===== src/rtl/irq_pend_pkg.sv =====
package irq_pend_pkg;
  localparam int unsigned WORD_W = 32;

  typedef enum logic [2:0] {
    SEL_SET_EN = 3'd0,
    SEL_CLR_EN = 3'd1,
    SEL_SET_PD = 3'd2,
    SEL_CLR_PD = 3'd3,
    SEL_ACCESS = 3'd4
  } reg_sel_e;
endpackage


===== src/rtl/irq_pend_regif.sv =====
module irq_pend_regif
  import irq_pend_pkg::*;
#(
  parameter int unsigned NUM_IRQ = 64,
  parameter int unsigned WIDX_W  = 4,
  localparam int unsigned NUM_WORDS = NUM_IRQ / WORD_W
) (
  input  logic                 wr_en_i,
  input  logic [2:0]           wr_sel_i,
  input  logic [WIDX_W-1:0]    wr_word_i,
  input  logic [WORD_W-1:0]    wr_data_i,
  input  logic                 wr_secure_i,
  input  logic [NUM_IRQ-1:0]   ns_access_i,
  output logic [NUM_IRQ-1:0]   set_en_o,
  output logic [NUM_IRQ-1:0]   clr_en_o,
  output logic [NUM_IRQ-1:0]   set_pd_o,
  output logic [NUM_IRQ-1:0]   clr_pd_o,
  output logic [NUM_WORDS-1:0] acc_we_o,
  output logic [WORD_W-1:0]    acc_wdata_o
);
  assign acc_wdata_o = wr_data_i;

  for (genvar w = 0; w < NUM_WORDS; w++) begin : g_word
    logic word_hit;
    assign word_hit    = wr_en_i && (wr_word_i == WIDX_W'(w));
    assign acc_we_o[w] = word_hit && wr_secure_i && (wr_sel_i == SEL_ACCESS);

    for (genvar b = 0; b < WORD_W; b++) begin : g_bit
      localparam int unsigned K = w * WORD_W + b;
      logic bit_hit;
      // per-bit security gate
      assign bit_hit     = word_hit && wr_data_i[b] && (wr_secure_i || ns_access_i[K]);
      assign set_en_o[K] = bit_hit && (wr_sel_i == SEL_SET_EN);
      assign clr_en_o[K] = bit_hit && (wr_sel_i == SEL_CLR_EN);
      assign set_pd_o[K] = bit_hit && (wr_sel_i == SEL_SET_PD);
      assign clr_pd_o[K] = bit_hit && (wr_sel_i == SEL_CLR_PD);
    end
  end
endmodule


===== src/rtl/irq_pend_state.sv =====
module irq_pend_state
  import irq_pend_pkg::*;
#(
  parameter int unsigned NUM_IRQ = 64,
  localparam int unsigned NUM_WORDS = NUM_IRQ / WORD_W,
  localparam int unsigned ID_W = $clog2(NUM_IRQ)
) (
  input  logic                 clk_i,
  input  logic                 rst_ni,
  input  logic [NUM_IRQ-1:0]   line_i,
  input  logic [NUM_IRQ-1:0]   set_en_i,
  input  logic [NUM_IRQ-1:0]   clr_en_i,
  input  logic [NUM_IRQ-1:0]   set_pd_i,
  input  logic [NUM_IRQ-1:0]   clr_pd_i,
  input  logic [NUM_WORDS-1:0] acc_we_i,
  input  logic [WORD_W-1:0]    acc_wdata_i,
  input  logic                 ack_valid_i,
  input  logic [ID_W-1:0]      ack_id_i,
  input  logic                 eoi_valid_i,
  input  logic [ID_W-1:0]      eoi_id_i,
  output logic [NUM_IRQ-1:0]   en_o,
  output logic [NUM_IRQ-1:0]   pend_o,
  output logic [NUM_IRQ-1:0]   act_o,
  output logic [NUM_IRQ-1:0]   acc_o
);
  logic [NUM_IRQ-1:0] en_q, pend_q, act_q, acc_q;
  logic [NUM_IRQ-1:0] en_d, pend_d, act_d, acc_d;
  logic [NUM_IRQ-1:0] ack_hit, eoi_hit;

  for (genvar k = 0; k < NUM_IRQ; k++) begin : g_dec
    assign ack_hit[k] = ack_valid_i && (ack_id_i == ID_W'(k));
    assign eoi_hit[k] = eoi_valid_i && (eoi_id_i == ID_W'(k));
  end

  always_comb begin
    for (int k = 0; k < NUM_IRQ; k++) begin
      en_d[k] = set_en_i[k] ? 1'b1 : (clr_en_i[k] ? 1'b0 : en_q[k]);

      if (ack_hit[k])      act_d[k] = 1'b1;
      else if (eoi_hit[k]) act_d[k] = 1'b0;
      else                 act_d[k] = act_q[k];

      // level term outranks a software clear; active blocks it
      if (ack_hit[k])                   pend_d[k] = 1'b0;
      else if (line_i[k] && !act_q[k])  pend_d[k] = 1'b1;
      else if (set_pd_i[k])             pend_d[k] = 1'b1;
      else if (clr_pd_i[k])             pend_d[k] = 1'b0;
      else                              pend_d[k] = pend_q[k];
    end
    for (int w = 0; w < NUM_WORDS; w++) begin
      acc_d[w*WORD_W +: WORD_W] = acc_we_i[w] ? acc_wdata_i : acc_q[w*WORD_W +: WORD_W];
    end
  end

  always_ff @(posedge clk_i or negedge rst_ni) begin
    if (!rst_ni) begin
      en_q   <= '0;
      pend_q <= '0;
      act_q  <= '0;
      acc_q  <= '0;
    end else begin
      en_q   <= en_d;
      pend_q <= pend_d;
      act_q  <= act_d;
      acc_q  <= acc_d;
    end
  end

  assign en_o   = en_q;
  assign pend_o = pend_q;
  assign act_o  = act_q;
  assign acc_o  = acc_q;
endmodule


===== src/rtl/irq_pend_prio.sv =====
module irq_pend_prio #(
  parameter int unsigned NUM_IRQ = 64,
  localparam int unsigned ID_W = $clog2(NUM_IRQ)
) (
  input  logic [NUM_IRQ-1:0] qual_i,
  output logic               valid_o,
  output logic [ID_W-1:0]    id_o
);
  // ascending scan: last hit is the highest index
  always_comb begin
    id_o = '0;
    for (int k = 0; k < NUM_IRQ; k++) begin
      if (qual_i[k]) id_o = ID_W'(k);
    end
  end
  assign valid_o = |qual_i;
endmodule


===== src/rtl/irq_pend_ctrl.sv =====
module irq_pend_ctrl
  import irq_pend_pkg::*;
#(
  parameter int unsigned NUM_IRQ = 64,
  parameter int unsigned WIDX_W  = 4,
  localparam int unsigned ID_W = $clog2(NUM_IRQ)
) (
  input  logic               clk_i,
  input  logic               rst_ni,
  input  logic [NUM_IRQ-1:0] irq_line_i,
  input  logic               wr_en_i,
  input  logic [2:0]         wr_sel_i,
  input  logic [WIDX_W-1:0]  wr_word_i,
  input  logic [31:0]        wr_data_i,
  input  logic               wr_secure_i,
  input  logic [2:0]         rd_sel_i,
  input  logic [WIDX_W-1:0]  rd_word_i,
  input  logic               rd_secure_i,
  output logic [31:0]        rd_data_o,
  input  logic               ack_valid_i,
  input  logic [ID_W-1:0]    ack_id_i,
  input  logic               eoi_valid_i,
  input  logic [ID_W-1:0]    eoi_id_i,
  output logic               req_o,
  output logic [ID_W-1:0]    req_id_o
);
  localparam int unsigned NUM_WORDS = NUM_IRQ / WORD_W;

  logic [NUM_IRQ-1:0]   set_en, clr_en, set_pd, clr_pd;
  logic [NUM_WORDS-1:0] acc_we;
  logic [WORD_W-1:0]    acc_wdata;
  logic [NUM_IRQ-1:0]   en_q, pend_q, act_q, acc_q;
  logic [WORD_W-1:0]    rd_vis;

  irq_pend_regif #(.NUM_IRQ(NUM_IRQ), .WIDX_W(WIDX_W)) u_regif (
    .wr_en_i     (wr_en_i),
    .wr_sel_i    (wr_sel_i),
    .wr_word_i   (wr_word_i),
    .wr_data_i   (wr_data_i),
    .wr_secure_i (wr_secure_i),
    .ns_access_i (acc_q),
    .set_en_o    (set_en),
    .clr_en_o    (clr_en),
    .set_pd_o    (set_pd),
    .clr_pd_o    (clr_pd),
    .acc_we_o    (acc_we),
    .acc_wdata_o (acc_wdata)
  );

  irq_pend_state #(.NUM_IRQ(NUM_IRQ)) u_state (
    .clk_i       (clk_i),
    .rst_ni      (rst_ni),
    .line_i      (irq_line_i),
    .set_en_i    (set_en),
    .clr_en_i    (clr_en),
    .set_pd_i    (set_pd),
    .clr_pd_i    (clr_pd),
    .acc_we_i    (acc_we),
    .acc_wdata_i (acc_wdata),
    .ack_valid_i (ack_valid_i),
    .ack_id_i    (ack_id_i),
    .eoi_valid_i (eoi_valid_i),
    .eoi_id_i    (eoi_id_i),
    .en_o        (en_q),
    .pend_o      (pend_q),
    .act_o       (act_q),
    .acc_o       (acc_q)
  );

  irq_pend_prio #(.NUM_IRQ(NUM_IRQ)) u_prio (
    .qual_i  (pend_q & en_q & ~act_q),
    .valid_o (req_o),
    .id_o    (req_id_o)
  );

  always_comb begin
    rd_data_o = '0;
    rd_vis    = '0;
    for (int w = 0; w < NUM_WORDS; w++) begin
      if (rd_word_i == WIDX_W'(w)) begin
        rd_vis = rd_secure_i ? '1 : acc_q[w*WORD_W +: WORD_W];
        case (rd_sel_i)
          SEL_SET_EN, SEL_CLR_EN: rd_data_o = en_q[w*WORD_W +: WORD_W] & rd_vis;
          SEL_SET_PD, SEL_CLR_PD: rd_data_o = pend_q[w*WORD_W +: WORD_W] & rd_vis;
          SEL_ACCESS:             rd_data_o = rd_secure_i ? acc_q[w*WORD_W +: WORD_W] : '0;
          default:                rd_data_o = '0;
        endcase
      end
    end
  end
endmodule


===== config.mk =====
export PLATFORM = sky130hd
export DESIGN_NAME = irq_pend_ctrl
export DESIGN_NICKNAME = d
export VERILOG_FILES = /design/src/rtl/irq_pend_pkg.sv /design/src/rtl/irq_pend_regif.sv /design/src/rtl/irq_pend_state.sv /design/src/rtl/irq_pend_prio.sv /design/src/rtl/irq_pend_ctrl.sv
export SDC_FILE = /design/constraint.sdc
export NUM_CORES = 1
export LEC_CHECK = 0
export ABC_CLOCK_PERIOD_IN_PS = 2100
export BUFFER_PORTS_ARGS = -buffer_cell sky130_fd_sc_hd__clkbuf_2
export CORE_ASPECT_RATIO = 2
export CORE_UTILIZATION = 25
export CTS_BUF_LIST = sky130_fd_sc_hd__clkbuf_4
export CTS_CLUSTER_SIZE = 28
export DETAILED_ROUTE_END_ITERATION = 12
export GPL_TIMING_DRIVEN = 0
export PLACE_DENSITY = 0.5
export REMOVE_ABC_BUFFERS = 1
export SETUP_SLACK_MARGIN = 0.5
export SLEW_MARGIN = 5
export SYNTH_ARGS = -nofsm -noshare
export SYNTH_HDL_FRONTEND = slang
export SYNTH_HIERARCHICAL = 1
export SYNTH_SLANG_ARGS = --single-unit

===== constraint.sdc =====
create_clock -name clk_i -period 2.1 [get_ports clk_i]
set_clock_uncertainty 0.2 [all_clocks]
set_input_delay 0.315 -clock clk_i [delete_from_list [all_inputs] [get_ports clk_i]]
set_output_delay 0.315 -clock clk_i [all_outputs]
set_load 0.005 [all_outputs]

==> metrics.md <==
| Metric | Value |
|---|---|
| Vias | 17000 |
| Initial DRC count | 1155 |
| Critical Path End Type | output pin |
| R2R Path End | u_state/pend_o[39] |
| H-tree depth | 3 |
| Setup_tns | -15.82 ns |
| Critical path class | reg -> out |
| Final worst-path setup slack | -1.38 ns |
| CP startpoint kind | flip-flop |
| Crit path max-delay cell type | o211ai_1 |
| CTS root buf | clkbuf_4 |
| Final period util | 166% |
| Top-count cell post-synth | nor3_1 |
| Leading post-synthesis cells by cell area | dfrtp_1, nor3_1, o21ai_0 |
| VDD IR max | 271 uV |
| Fmax | 287 MHz |
| Finish-stage setup viols | 39 |
| Placeable Area | 64900 um^2 |
| Post-synthesis sequential area ratio | 39.0% |
| Worst Reg-to-Reg Cells | 4 |
| #FFs+latches synth | 256 |
| Cell variety after synth | 66 |
| Slew of the pin with the lowest slew margin | 1.24 ns |
| Pleak | 0.00915 uW |
| GRT overflow | 0 |
| Met3 wire length | 4840 um |
| Die height | 364 um |
| Cells after Synth | 1935 |
| Reg-to-reg startpoint | u_state/acc_o[39] |
| Initial DRT Pass Iterations | 5 |
| CTS clk-pin slew, worst paths | 0.07 ns |
| Area leader, netlist | dfrtp_1 |
| Synth Warn # | 6 |
| Worst skew pair latency | 0.81 ns |
| CP peak stage delay | 0.39 ns |
| Worst Path Arrival | 2.97 ns |
| Syn_area_per_cell | 8.48 um^2 |
| Min-Delay Path Class | in -> async |
| R2r setup slk | 0.54 ns |
| Number of nets in the layout | 2350 |
| Relative slew margins | 17.0% |
| Fin crit period | 3.48 ns |
| Met2 wire len | 40100 um |
| CP cell instances | nand2_2 -> nor2_4 -> nand2b_1 -> a2111oi_4 -> o211ai_1 -> o211a_1 -> o211ai_1 -> buf_2 |
| Critical path peak fanout | 3 |
| Post-synth EDFFs | 0 |
| Proportion of netlist area held by the largest area contributor | 39.0% |
| Largest net degree at the start of global routing | 98 |
| WL final | 78900 um |
| I/O pin cnt | 168 |
| DR top layer | met4 |
| Pwr dens | 605 nW/um^2 |
| Post-route cell area | 22200 um^2 |
| Final Max Tran Viols | 0 |
| Max_cap viols | 0 |
| Avg Vias per Cell | 5.45 |
| Most used cell, CP | o211ai_1 |
| Post-synth top flop | dfrtp_1 |
| Post-route antenna net violation count | 0 |
| Vias in the first global route | 17300 |
| Initial antenna violation count | 1 |
| Starting Density | 25.3% |
| Detailed Place HPWL | 51800 um |
| CTS Buf Count | 66 |
| Final hold vios | 72 |
| GP Congestion | 0.925 |
| Worst-case clock buffer depth | 3 |
| RSZ-0062 raised after global routing | yes |
| Num rows | 132 |
| Avg WL per Cell | 25.2 um |
| DRC viols | 0 |
| Synth async-reset ratio | 100% |
| Synth cell count leaders | nor3_1, dfrtp_1, o21ai_0, inv_1, nand2_1 |
| Required time of the critical path | 1.58 ns |
| Dpl cell area | 18000 um^2 |
| CTS tree | built |
| First-pass GRT wire length | 111000 um |
| Failing checks | negative hold slack, negative setup slack |
| Die Width | 183 um |
| Status | finished with violations |
| Place WS | -1.23 ns |
| Post-synth design cell area | 16400 um^2 |
| Port Buffers | 167 |
| Hold_ws | -0.0768 ns |
| Layout cells sized above 1 | 31.4% |
| Sink Count | 256 |
| Die area | 66800 um^2 |
| Wl on met1 | 26800 um |
| Synthesis-to-layout area growth | 35.5% |
| GR Util All Layers | 22.8% |
==> registers in the layout (all words and copies together) (netlist names) <==
name            count
u_state/en_o       64
u_state/act_o      64
u_state/pend_o     64
u_state/acc_o      64
==> metrics by stage <==
stage,power [uW],utilization [%],std cells
6_report,13400,34.3,3130
5_1_grt,14000,34.3,3129
4_1_cts,13200,32.2,3089
3_5_place_dp,8110,27.7,2831
3_3_place_gp,7990,26.6,2798
2_1_floorplan,6810,-,1760
==> kinds of logic after synthesis <==
logic type             share of synthesized area, %
buffers and inverters                          11.4
and+or+nand+nor                                20.0
muxes                                          8.29
DFF                                            39.0
AOI/OAI and AO/OA                              21.3
==> cell type report <==
class	count	area, um^2
antenna	2	5.00
clock buffer	102	766
clock inverter	2	33.8
fill	6646	42700
inverter	203	762
multi-input combinational	1302	9600
sequential	256	6410
tap	871	1090
timing repair buffer	392	3580
==> cells in the final DEF, fill, tap and decap left out, drive strengths merged, types with 4 or more instances in the layout <==
| master | netlist | routed |
|---|---|---|
| nand3 | 7 | 7 |
| inv | 203 | 204 |
| a21o | 65 | 65 |
| or4b | 8 | 8 |
| or4 | 5 | 5 |
| nor2 | 91 | 91 |
| mux2i | 64 | 64 |
| nor4 | 18 | 18 |
| bufbuf | 0 | 4 |
| o211ai | 5 | 5 |
| nand2 | 166 | 166 |
| dfrtp | 256 | 256 |
| a2bb2oi | 64 | 64 |
| nor3 | 267 | 267 |
| nor4b | 5 | 5 |
| clkbuf | 70 | 267 |
| mux2 | 64 | 64 |
| nor2b | 5 | 5 |
| nand2b | 4 | 4 |
| nor4bb | 6 | 6 |
| nand3b | 5 | 5 |
| dlygate4sd3 | 0 | 104 |
| nand4b | 10 | 10 |
| o21ai | 224 | 224 |
| buf | 105 | 118 |
| a21oi | 66 | 66 |
| o22ai | 36 | 36 |
| nand4bb | 9 | 9 |
| nor3b | 7 | 7 |
| o22a | 4 | 4 |
| nand4 | 5 | 5 |
| a221oi | 60 | 60 |
==> critical path, delay by kind of cell, from the launching register on <==
family          cells  cell delay [ns]
buf+inv             1             0.19
flops               1             0.38
compound gates      4             1.18
simple gates        3             0.40
==> report_power, final <==
part | switching (uW) | internal (uW)
Sequential | 373 | 5310
Clock | 2260 | 2300
Combinational | 1870 | 1330
==> metal layers <==
| metal | up-vias | GRT usage [%] |
|---|---|---|
| li1 | 7489 | - |
| met1 | 8423 | 22.8 |
| met2 | 817 | 41.7 |
| met3 | 315 | 4.24 |
| met4 | 0 | 16.5 |
| met5 | - | 0 |
==> worst max path at each step <==
stage                     slack [ns]          startpoint  cells after the start           endpoint
after global routing           -1.45  u_state/pend_o[54]                      8        req_id_o[0]
after detailed placement       -1.23         wr_secure_i                      5   u_state/acc_o[6]
after global placement        -10.72             wr_en_i                      4  u_state/acc_o[60]
after CTS                      -1.39    u_state/en_o[45]                      8        req_id_o[0]
final                          -1.38     u_state/en_o[1]                      8        req_id_o[0]
after floorplan                -5.02             wr_en_i                      3   u_state/acc_o[0]
==> repair_timing <==
item,4_1_cts,5_1_grt
hold buffers,103,2
resized for setup,129,251
cloned,9,4
endpoints found under the hold margin,471,42
pin swaps,55,46
buffers inserted,42,33
setup endpoints to repair,177,188
No activity file was read; power rests on OpenSTA's default activity.
